[src/rtl/access_wait_pkg.sv]
package access_wait_pkg;

  typedef enum logic [2:0] {
    MEM_SDRAM = 3'd0,
    MEM_PSRAM = 3'd1,
    MEM_ASYNC = 3'd2,
    MEM_GSYNC = 3'd3
  } mem_kind_e;

  // timing word field positions
  localparam int RD_A_LSB = 0;
  localparam int RD_A_MSB = 7;
  localparam int RD_B_LSB = 8;
  localparam int RD_B_MSB = 11;
  localparam int WR_A_LSB = 12;
  localparam int WR_A_MSB = 15;
  localparam int WR_B_LSB = 16;
  localparam int WR_B_MSB = 19;
  localparam int WR_C_LSB = 20;
  localparam int WR_C_MSB = 25;
  localparam int SD_LSB   = 4;
  localparam int SD_MSB   = 5;

endpackage

[src/rtl/wait_lat_calc.sv]
module wait_lat_calc
  import access_wait_pkg::*;
#(
  parameter int TW         = 32,
  parameter int CW         = 10,
  parameter int REG_LAT    = 2,
  parameter int SYNC_LAT   = 2,
  parameter int OTHER_LAT  = 2,
  parameter int SDRAM_BASE = 3
) (
  input  logic          reg_access_i,
  input  logic          we_i,
  input  logic [2:0]    mem_type_i,
  input  logic [TW-1:0] timing_i,
  output logic [CW-1:0] lat_o
);

  logic [CW-1:0] async_rd, async_wr, sdram_lat;
  logic          unused_bits;

  assign unused_bits = ^{timing_i[TW-1:WR_C_MSB+1], timing_i[SD_LSB-1:0]};

  assign async_rd  = CW'(timing_i[RD_A_MSB:RD_A_LSB]) + CW'(timing_i[RD_B_MSB:RD_B_LSB]);
  assign async_wr  = CW'(timing_i[WR_A_MSB:WR_A_LSB]) + CW'(timing_i[WR_B_MSB:WR_B_LSB])
                   + CW'(timing_i[WR_C_MSB:WR_C_LSB]);
  assign sdram_lat = CW'(SDRAM_BASE) + CW'(timing_i[SD_MSB:SD_LSB]);

  always_comb begin
    if (reg_access_i) begin
      lat_o = CW'(REG_LAT);
    end else begin
      case (mem_type_i)
        MEM_ASYNC: lat_o = we_i ? async_wr : async_rd;
        MEM_SDRAM: lat_o = sdram_lat;
        MEM_PSRAM,
        MEM_GSYNC: lat_o = CW'(SYNC_LAT);
        default:   lat_o = CW'(OTHER_LAT);
      endcase
    end
  end

endmodule

[src/rtl/wait_down_counter.sv]
module wait_down_counter #(
  parameter int CW = 10
) (
  input  logic          clk_i,
  input  logic          rst_ni,
  input  logic          start_i,
  input  logic [CW-1:0] lat_i,
  output logic          busy_o,
  output logic          ack_o
);

  logic [CW-1:0] cnt_q;
  logic          busy_q, ack_q;

  always_ff @(posedge clk_i or negedge rst_ni) begin
    if (!rst_ni) begin
      cnt_q  <= '0;
      busy_q <= 1'b0;
      ack_q  <= 1'b0;
    end else begin
      ack_q <= 1'b0;
      if (busy_q) begin
        if (cnt_q == '0) begin
          busy_q <= 1'b0;
          ack_q  <= 1'b1;
        end else begin
          cnt_q <= cnt_q - 1'b1;
        end
      end else if (start_i) begin
        busy_q <= 1'b1;
        cnt_q  <= lat_i;
      end
    end
  end

  assign busy_o = busy_q;
  assign ack_o  = ack_q;

  assert_count_step_R7: assert property (@(posedge clk_i) disable iff (!rst_ni)
    busy_q && cnt_q != '0 |=> busy_q && cnt_q == $past(cnt_q) - 1'b1);

  // running access keeps its count whatever start_i does
  assert_start_ignored_R9: assert property (@(posedge clk_i) disable iff (!rst_ni)
    busy_q && start_i && cnt_q != '0 |=> busy_q && !ack_q);

  assert_ack_single_R8: assert property (@(posedge clk_i) disable iff (!rst_ni)
    ack_q |=> !ack_q);

  assert_ack_ends_busy_R8: assert property (@(posedge clk_i) disable iff (!rst_ni)
    ack_q |-> !busy_q && $past(busy_q));

  assert_busy_rise_R8: assert property (@(posedge clk_i) disable iff (!rst_ni)
    $rose(busy_q) |-> $past(start_i));

endmodule

[src/rtl/access_wait_timer.sv]
module access_wait_timer
  import access_wait_pkg::*;
#(
  parameter int TW         = 32,
  parameter int CW         = 10,
  parameter int REG_LAT    = 2,
  parameter int SYNC_LAT   = 2,
  parameter int OTHER_LAT  = 2,
  parameter int SDRAM_BASE = 3
) (
  input  logic          clk_i,
  input  logic          rst_ni,
  input  logic          start_i,
  input  logic          we_i,
  input  logic          reg_access_i,
  input  logic [2:0]    mem_type_i,
  input  logic [TW-1:0] timing_i,
  output logic          busy_o,
  output logic          ack_o
);

  logic [CW-1:0] lat_w;

  wait_lat_calc #(
    .TW(TW), .CW(CW), .REG_LAT(REG_LAT), .SYNC_LAT(SYNC_LAT),
    .OTHER_LAT(OTHER_LAT), .SDRAM_BASE(SDRAM_BASE)
  ) u_calc (
    .reg_access_i (reg_access_i),
    .we_i         (we_i),
    .mem_type_i   (mem_type_i),
    .timing_i     (timing_i),
    .lat_o        (lat_w)
  );

  wait_down_counter #(.CW(CW)) u_cnt (
    .clk_i   (clk_i),
    .rst_ni  (rst_ni),
    .start_i (start_i),
    .lat_i   (lat_w),
    .busy_o  (busy_o),
    .ack_o   (ack_o)
  );

  assert_reg_lat_R5: assert property (@(posedge clk_i) disable iff (!rst_ni)
    reg_access_i |-> lat_w == CW'(REG_LAT));

  assert_sync_lat_R4: assert property (@(posedge clk_i) disable iff (!rst_ni)
    !reg_access_i && (mem_type_i == MEM_PSRAM || mem_type_i == MEM_GSYNC)
    |-> lat_w == CW'(SYNC_LAT));

  assert_other_lat_R6: assert property (@(posedge clk_i) disable iff (!rst_ni)
    !reg_access_i && mem_type_i[2] |-> lat_w == CW'(OTHER_LAT));

  assert_idle_quiet_R10: assert property (@(posedge clk_i) disable iff (!rst_ni)
    !busy_o && !start_i |=> !busy_o);

endmodule

[config.mk]
export PLATFORM = sky130hd
export DESIGN_NAME = access_wait_timer
export DESIGN_NICKNAME = d
export VERILOG_FILES = /design/src/rtl/access_wait_pkg.sv /design/src/rtl/wait_lat_calc.sv /design/src/rtl/wait_down_counter.sv /design/src/rtl/access_wait_timer.sv
export SDC_FILE = /design/constraint.sdc
export NUM_CORES = 1
export LEC_CHECK = 0
export ABC_AREA = 1
export BUFFER_PORTS_ARGS = -buffer_cell sky130_fd_sc_hd__buf_4
export CAP_MARGIN = 25
export CORE_MARGIN = 2
export CORE_UTILIZATION = 53
export DETAILED_ROUTE_END_ITERATION = 16
export HOLD_SLACK_MARGIN = 0.08
export PLACE_DENSITY_LB_ADDON = 0.08
export SLEW_MARGIN = 25
export SYNTH_ARGS = -nofsm -noshare
export SYNTH_HDL_FRONTEND = slang
export SYNTH_SLANG_ARGS = --single-unit
[constraint.sdc]
create_clock -name clk_i -period 2.2 [get_ports clk_i]
set_clock_uncertainty 0.15 [all_clocks]
set_input_delay 0.22 -clock clk_i [delete_from_list [all_inputs] [get_ports clk_i]]
set_output_delay 0.22 -clock clk_i [all_outputs]
set_load 0.01 [all_outputs]
Yosys cells after proc, flatten, opt, wreduce, memory -nomap -nowiden
Cells that the tools add are included.

operators by class
  $add $sub $neg = 5
  equal/unequal tests = 2
  multiplexer cells = 11
  reduce and logical (&&, ||, !) cells = 4

operator list
  kind                   number
  $mux 10                5
  $pmux 10 s2            1
  $add 10x6->10          1
  $logic_not 10->1       1
  $sub 10x1->10 const B  1
  $add 8x4->9            1
  $add 4x4->5            1
  $mux 1                 5
  $add 2x2->3 const A    1
  $eq 3x2->1 const B     1
  $logic_not 3->1        1
  $ne 2x2->1 const B     1
  $reduce_and 2->1       1
  $reduce_bool 2->1      1

storage, ports and cells
  flip-flop bits (word level) = 12
  input bits = 40
  output and inout port bits = 2
  logic and storage cells = 25

Longest topological paths before layout
Gate-level depths: netlist of the first run.

  depth in word-level cells = 7
  gate-level depth with buffers = 13
  mapped depth without buffers = 13

Hierarchy
From an unflattened synthesis of the first run, not the netlist that was laid out.

unflattened totals
  cells, all modules = 243
  area total of the unflattened synthesis = 1582.8 µm²

modules (own cells, without submodules)
  module             times used  cells an instance  area an instance (µm²)  seq. area each (µm²)
  wait_down_counter  1           122                839.6                   300.3
  wait_lat_calc      1           121                743.2                   0.0

Least setup slack after synthesis of the first run
OpenSTA, ideal clock, no wires.

  path type = input to register
  start = input port timing_i[12]
  end = register u_cnt.cnt_q[2]
  library setup time = 74 ps
  arrival = 1911 ps
  required time = 1976 ps
  path slack = 65 ps
  cell stages on the path = 12
  path buffers = 0
  path through = ha_1 -> fa_1 -> fa_1 -> nand2_1 -> inv_1 -> o21ai_0 -> nand3_1 -> o21ai_0 -> nand2_1 -> nand2_1 -> nand2_2 -> o21ai_2

on the way
  cells in the longest elaborated chain, start to end = 7

RTL lines
  item                    RTL line                 source
  start: declaration      access_wait_timer.sv:17  input logic [TW-1:0] timing_i,
  $add 4x4->5             wait_lat_calc.sv:24      assign async_wr = CW'(timing_i[WR_A_MSB:WR_A_LSB]) + CW'(timing_i[WR_B_MSB:WR_B_LSB])
  $add 10x6->10           wait_lat_calc.sv:25      + CW'(timing_i[WR_C_MSB:WR_C_LSB]);
  $mux 10                 wait_lat_calc.sv:33      MEM_ASYNC: lat_o = we_i ? async_wr : async_rd;
  $pmux 10 s2             wait_lat_calc.sv:32      case (mem_type_i)
  $mux 10                 wait_lat_calc.sv:29      if (reg_access_i) begin
  $mux 10                 wait_down_counter.sv:29  end else if (start_i) begin
  $mux 10                 wait_down_counter.sv:22  if (busy_q) begin
  end signal: assignment  wait_down_counter.sv:27  cnt_q <= cnt_q - 1'b1;
  end signal: assignment  wait_down_counter.sv:31  cnt_q <= lat_i;
  end: declaration        wait_down_counter.sv:12  logic [CW-1:0] cnt_q;

No other way between the ends. The select of a mux whose other input is x is not followed.
A chain may end at the register's enable or synchronous reset.

Worst setup path in the final report of the first run
Ends and elaborated chain as after synthesis.

==> out/metrics.yaml, run 1 <==
synth_seq_cells: 12
clkSinkCount: 12
rsz0062_at_grt: "no"
postLayoutSetupSlackWorst_ns: 0.137
final_nets: 330
synth_area_sq_mm: 0.00159
wirelength_microns: 3300
place.gp.congestion: 0.828
power_per_cell_area_mw_per_mm2: 730
core_sq_mm: 0.00281
cp.required_ns: 2.26
post-dp-hpwl_microns: 2800
route.antenna.remaining_nets: 0
reg2reg_from: "u_cnt.cnt_q[0]"
hold_start: "timing_i[7]"
drtPass1Iterations: 11
num_vias: 1499
cts.clk_slew.worst_paths_ns: 0.08
io_buffer_count: 35
min_path_type: "primary input to flop"
post-place-ws_ns: -0.204
synth_cell_types: 35
drc_errors: 1
relSlewSlack_pct: 80.1
placement_rows: 19
total_leakage_power_uw: 0.00107
async_reset_ff_share_pct: 100
cts-buffers-inserted: 3
die_area_sq_mm: 0.00344
crit_arrival_ns: 2.12
wire_per_inst_microns: 11.0
ir_drop_uv: 333
drv_cap: 0
whs_ns: 0.110
diodes: 0
synth-edff-count: 0
synth_warnings: 0
die_x_microns: 58.7
ys_seq_area_share_pct: 18.9
dp_cells: 295
antenna_found_initial: 0
cts_setup_buffers: 0
vias_per_cell: 4.98
instances_no_fill: 301
syn_area_per_cell_sq_um: 6.98
report.final.slew_viol_count: 0
hold_violations: 0
fin_crit_ns: 2.06
worstMarginPinSlew_ns: 0.299
worstSetupStartpoint: "timing_i[12]"
synthCells: 227
grt_pass1_wl_microns: 5740
cts_tree: "done"
syn_to_final_growth_pct: 23.0
synth_nets: 286
drive_gt1_share_pct: 26.7
overflow: 0
grt_max_degree: 13
die_y_microns: 58.7
crit_path_max_fanout: 3
yosys_most_used_dff: "dfrtp_1"
end_kind: "flop"
setup_viol: 0
grt_use_total_pct: 21.3
status: "finished with violations"
io_pins: 42
cts_root_buffer: "clkbuf_4"
clock.fmax_mhz: 485
grt_pass1_vias: 1381
h-tree-depth: 1
post-route-period-util_pct: 93.8
initial_core_util_pct: 56.5
violations: "design-rule violations"
cts_buffer_depth: 2
path_class: "primary input to flop"
drtIter0Drc: 47
worstSetupStartpointType: "primary input"
clk_latency_ns: 0.27
-- path summary, 6_finish.rpt --
check                                      end  slack (ns)  depth (start not counted)
worst max register to register  u_cnt.cnt_q[5]        0.46                         11
worst min-delay path            u_cnt.cnt_q[8]        0.11                          5
worst min register to register  u_cnt.cnt_q[0]        0.35                          2
worst max-delay path            u_cnt.cnt_q[2]        0.14                         13
max in group asynchronous       u_cnt.cnt_q[4]        1.58                          2
min in group asynchronous       u_cnt.cnt_q[6]        0.17                          2
-- state kept, by name, summed over array words and instances (netlist names) --
signal        cells
u_cnt.busy_o      1
u_cnt.ack_o       1
u_cnt.cnt_q      10
-- layout by cell type (no fill, tap or decap), types with 2 or more instances in the layout --
cell type and n:
nand3_2 2, ha_1 16, o21ai_2 2, dlygate4sd3_1 2, nand3_1 25, dfrtp_1 12
clkbuf_4 3, nor2_4 3, inv_2 2, nand2_2 5, xor2_1 2, nand2_1 57
o21ai_0 13, fa_1 2, nand4_1 4, a21o_1 2, inv_1 29, nand2_4 3
nor2_1 14, nand3b_1 2, a21oi_2 2, nor2_2 2, a21oi_1 13, buf_4 39
-- routing by layer --
metal | global-route usage [%] | share of wire, %
met5 | 0 | 0
met4 | 10.1 | 1.8
met3 | 0.659 | 2.4
met2 | 34.8 | 47
met1 | 29.3 | 49
-- cell type report --
class	count	area (sq um)
Sequential cell	12	300
Fill cell	262	856
Timing Repair Buffer	41	313
Clock buffer	4	36.3
Tap cell	31	38.8
Multi-Input combinational cell	179	1120
Inverter	34	136
-- per-stage QoR --
stage / instance area, sq um / util [%] / power [uW] / setup TNS, ns
after CTS: 1940 / 69.2 / 1430 / 0
after global routing: 1950 / 69.5 / 1590 / 0
after detailed placement: 1890 / 67.2 / 1250 / -0.989
final: 1950 / 69.5 / 1420 / 0
after floorplan: 1590 / - / 1060 / 0
after global placement: 1890 / 67.2 / 1230 / -0.775
-- cells in the mapped netlist, types with 4 or more instances --
master | instances | area share, %
ha_1 | 16 | 13
nand2_2 | 5 | 2.0
inv_1 | 29 | 6.9
a21oi_1 | 13 | 4.1
dfrtp_1 | 12 | 19
nand2_1 | 57 | 13
o21ai_0 | 13 | 4.1
nor2_1 | 14 | 3.3
nand4_1 | 4 | 1.6
nand3_1 | 26 | 8.2
-- critical path, stage by stage --
cell	delay, ns
buf_4	0.11
ha_1	0.21
fa_2	0.45
fa_1	0.45
nand2_1	0.09
inv_1	0.03
o21ai_0	0.14
nand3_1	0.10
o21ai_0	0.10
nand2_1	0.07
nand2_1	0.07
nand2_2	0.05
o21ai_2	0.05
-- timing repair --
item,in CTS,in global routing
hold endpoints to repair,13,0
hold buffers,2,0
endpoints found under the setup margin,0,4
resized for setup,0,2
-- where the power goes --
group / total (uW) / leakage [uW] / switching (uW) / internal, uW
sequential: 397 / 0.000144 / 79.3 / 317
clock: 177 / 0.0000210 / 76.0 / 101
combinational: 850 / 0.000905 / 491 / 358
-- cells by family after synthesis --
kind of cell | Yosys count | synth area share, %
XOR/XNOR | 2 | 1.11
flip-flops | 12 | 18.9
AO/OA/AOI/OAI | 36 | 13.2
buffers and inverters | 36 | 10.6
adder cells (fa/ha/maj) | 19 | 16.4
AND/OR/NAND/NOR | 122 | 39.8
Note: power is estimated with default switching activity, not from simulation.
==> inputs of run 2 (changes only) <==
Settings changed: MAX_ROUTING_LAYER from default to met4.
==> out/metrics.yaml, run 2 (same netlist as run 1, synthesis figures left out) <==
status: "finished with violations"
violations: "design-rule violations"
final.fill_count: 262  # unchanged
grt_pass1_wl_microns: 5740  # unchanged
place.gp.congestion: 0.841  # +1.5%
setup_viol: 0  # unchanged
post-route-period-util_pct: 93.8  # about the same
placed_cell_area_sq_mm: 0.00189  # unchanged
ir_drop_uv: 334  # about the same
overflow: 0  # unchanged
regMostFlops: "u_cnt.cnt_q"
drive_gt1_share_pct: 26.7  # unchanged
cp.required_ns: 2.26  # about the same
cts-buffers-inserted: 3  # unchanged
seq_power_share_pct: 27.8  # about the same
die_y_microns: 58.7  # unchanged
final_nets: 330  # unchanged
grt_use_total_pct: 22.0  # +0.63 points
largest_reg_flops: 10  # unchanged
power_per_cell_area_mw_per_mm2: 731  # +0.20%
design_area_sq_mm: 0.00195  # unchanged
relSlewSlack_pct: 80.4  # +0.33 points
layout_commonest_cell: "nand2_1"
crit_path_max_fanout: 3  # unchanged
postLayoutSetupSlackWorst_ns: 0.137  # -0.000479 ns
drtIter0Drc: 59  # +26%
h-tree-depth: 1  # unchanged
initial_core_util_pct: 56.5  # unchanged
worstSetupStartpointType: "primary input"
drv_cap: 0  # unchanged
syn_to_final_growth_pct: 23.0  # unchanged
wire_per_inst_microns: 11.0  # about the same
total_leakage_power_uw: 0.00107  # unchanged
drc_errors: 1  # unchanged
placement_rows: 19  # unchanged
cts_buffer_depth: 2  # unchanged
core_sq_mm: 0.00281  # unchanged
antenna_found_initial: 0  # unchanged
report.final.slew_viol_count: 0  # unchanged
diodes: 0  # unchanged
cts.clk_slew.worst_paths_ns: 0.08  # about the same
path_class: "primary input to flop"
clkPwrFrac_pct: 12.4  # about the same
crit_arrival_ns: 2.13  # about the same
drtPass1Iterations: 10  # -1
hold_violations: 0  # unchanged
switching_power_uw: 649  # +0.36%
clkSinkCount: 12  # unchanged
wirelength_microns: 3310  # about the same
p_comb_share_pct: 59.8  # about the same
rsz0062_at_grt: "no"
end_kind: "flop"
num_vias: 1502  # +0.20%
clk_latency_ns: 0.28  # about the same
fin_crit_ns: 2.06  # +0.000479 ns
min_path_type: "primary input to flop"
cts_root_buffer: "clkbuf_4"
die_x_microns: 58.7  # unchanged
clock.fmax_mhz: 485  # about the same
layout_common_cells: "nand2_1 (57), buf_4 (39), inv_1 (29), nand3_1 (25), ha_1 (16)"
grt_pass1_vias: 1383  # +0.14%
post-place-ws_ns: -0.204  # unchanged
route.antenna.remaining_nets: 0  # unchanged
io_buffer_count: 35  # unchanged
io_pins: 42  # unchanged
post-dp-hpwl_microns: 2800  # unchanged
vias_per_cell: 4.99  # +0.20%
die_area_sq_mm: 0.00344  # unchanged
p_int_uw: 777  # about the same
worstMarginPinSlew_ns: 0.293  # -0.00607 ns
grt_max_degree: 13  # unchanged
cts_tree: "done"
swShare_pct: 45.5  # +0.073 points
[run 2: cell counts in the layout (fill, tap and decap cells not counted)]
Identical to the previous run, type by type.
[run 2: worst paths after layout]
| check | from | to | slack [ns] | depth (start not counted) |
|---|---|---|---|---|
| worst min-delay path | timing_i[7] | u_cnt.cnt_q[8] | 0.11 | 5 |
| min in group asynchronous | rst_ni | u_cnt.cnt_q[3] | 0.17 | 2 |
| worst min register to register | u_cnt.cnt_q[0] | u_cnt.cnt_q[0] | 0.36 | 2 |
| worst max register to register | u_cnt.cnt_q[0] | u_cnt.cnt_q[5] | 0.45 | 11 |
| max in group asynchronous | rst_ni | u_cnt.cnt_q[8] | 1.58 | 2 |
| worst max-delay path | timing_i[12] | u_cnt.cnt_q[2] | 0.14 | 13 |
[run 2: through the flow]
| stage | utilization [%] | TNS [ns] | total power, uW | hold slack (ns) | std cells |
|---|---|---|---|---|---|
| finish | 69.5 | 0 | 1430 | 0.109 | 301 |
| global route | 69.5 | 0 | 1590 | 0.118 | 301 |
| floorplan | - | 0 | 1060 | -0.226 | 227 |
| detailed placement | 67.2 | -0.989 | 1250 | -0.0815 | 295 |
| CTS | 69.2 | 0 | 1430 | 0.105 | 301 |
| global placement | 67.2 | -0.775 | 1230 | -0.0818 | 295 |
[run 2: critical path: stages]
cell and delay [ns]:
buf_4 0.11, ha_1 0.21, fa_2 0.45, fa_1 0.45
nand2_1 0.09, inv_1 0.03, o21ai_0 0.14, nand3_1 0.10
o21ai_0 0.10, nand2_1 0.07, nand2_1 0.07, nand2_2 0.05
o21ai_2 0.05
[run 2: what timing repair did]
| item | 4_1_cts | 5_1_grt |
|---|---|---|
| setup buffers | 0 | 0 |
| hold buffers | 2 | 0 |
| gates resized for setup | 0 | 2 |
| endpoints found under the setup margin | 0 | 4 |
| hold endpoints to repair | 13 | 0 |
[run 2: final cells by class]
| class | instances | area [sq um] | share of cell area [%] |
|---|---|---|---|
| clock buffers | 4 | 36.3 | 1.86 |
| inverters | 34 | 136 | 7.00 |
| multi-input cells | 179 | 1120 | 57.7 |
| flip-flops and latches | 12 | 300 | 15.4 |
| well taps | 31 | 38.8 | 1.99 |
| repair buffers | 41 | 313 | 16.0 |
[run 2: per-layer routing]
layer / vias to the layer above / share of wire (%) / track usage [%]
met3: 5 / 2.3 / 0.659
met2: 26 / 47 / 34.8
li1: 832 / - / -
met4: 0 / 1.8 / 10.1
met5: - / 0 / -
met1: 639 / 49 / 29.3
[run 2: power by group through the flow]
stage / Sequential [uW] / Combinational [uW] / Clock (uW)
2_1_floorplan: 383 / 680 / 0
3_3_place_gp: 397 / 830 / 0
3_5_place_dp: 400 / 847 / 0
4_1_cts: 396 / 853 / 185
5_1_grt: 412 / 980 / 196
6_report: 396 / 853 / 177
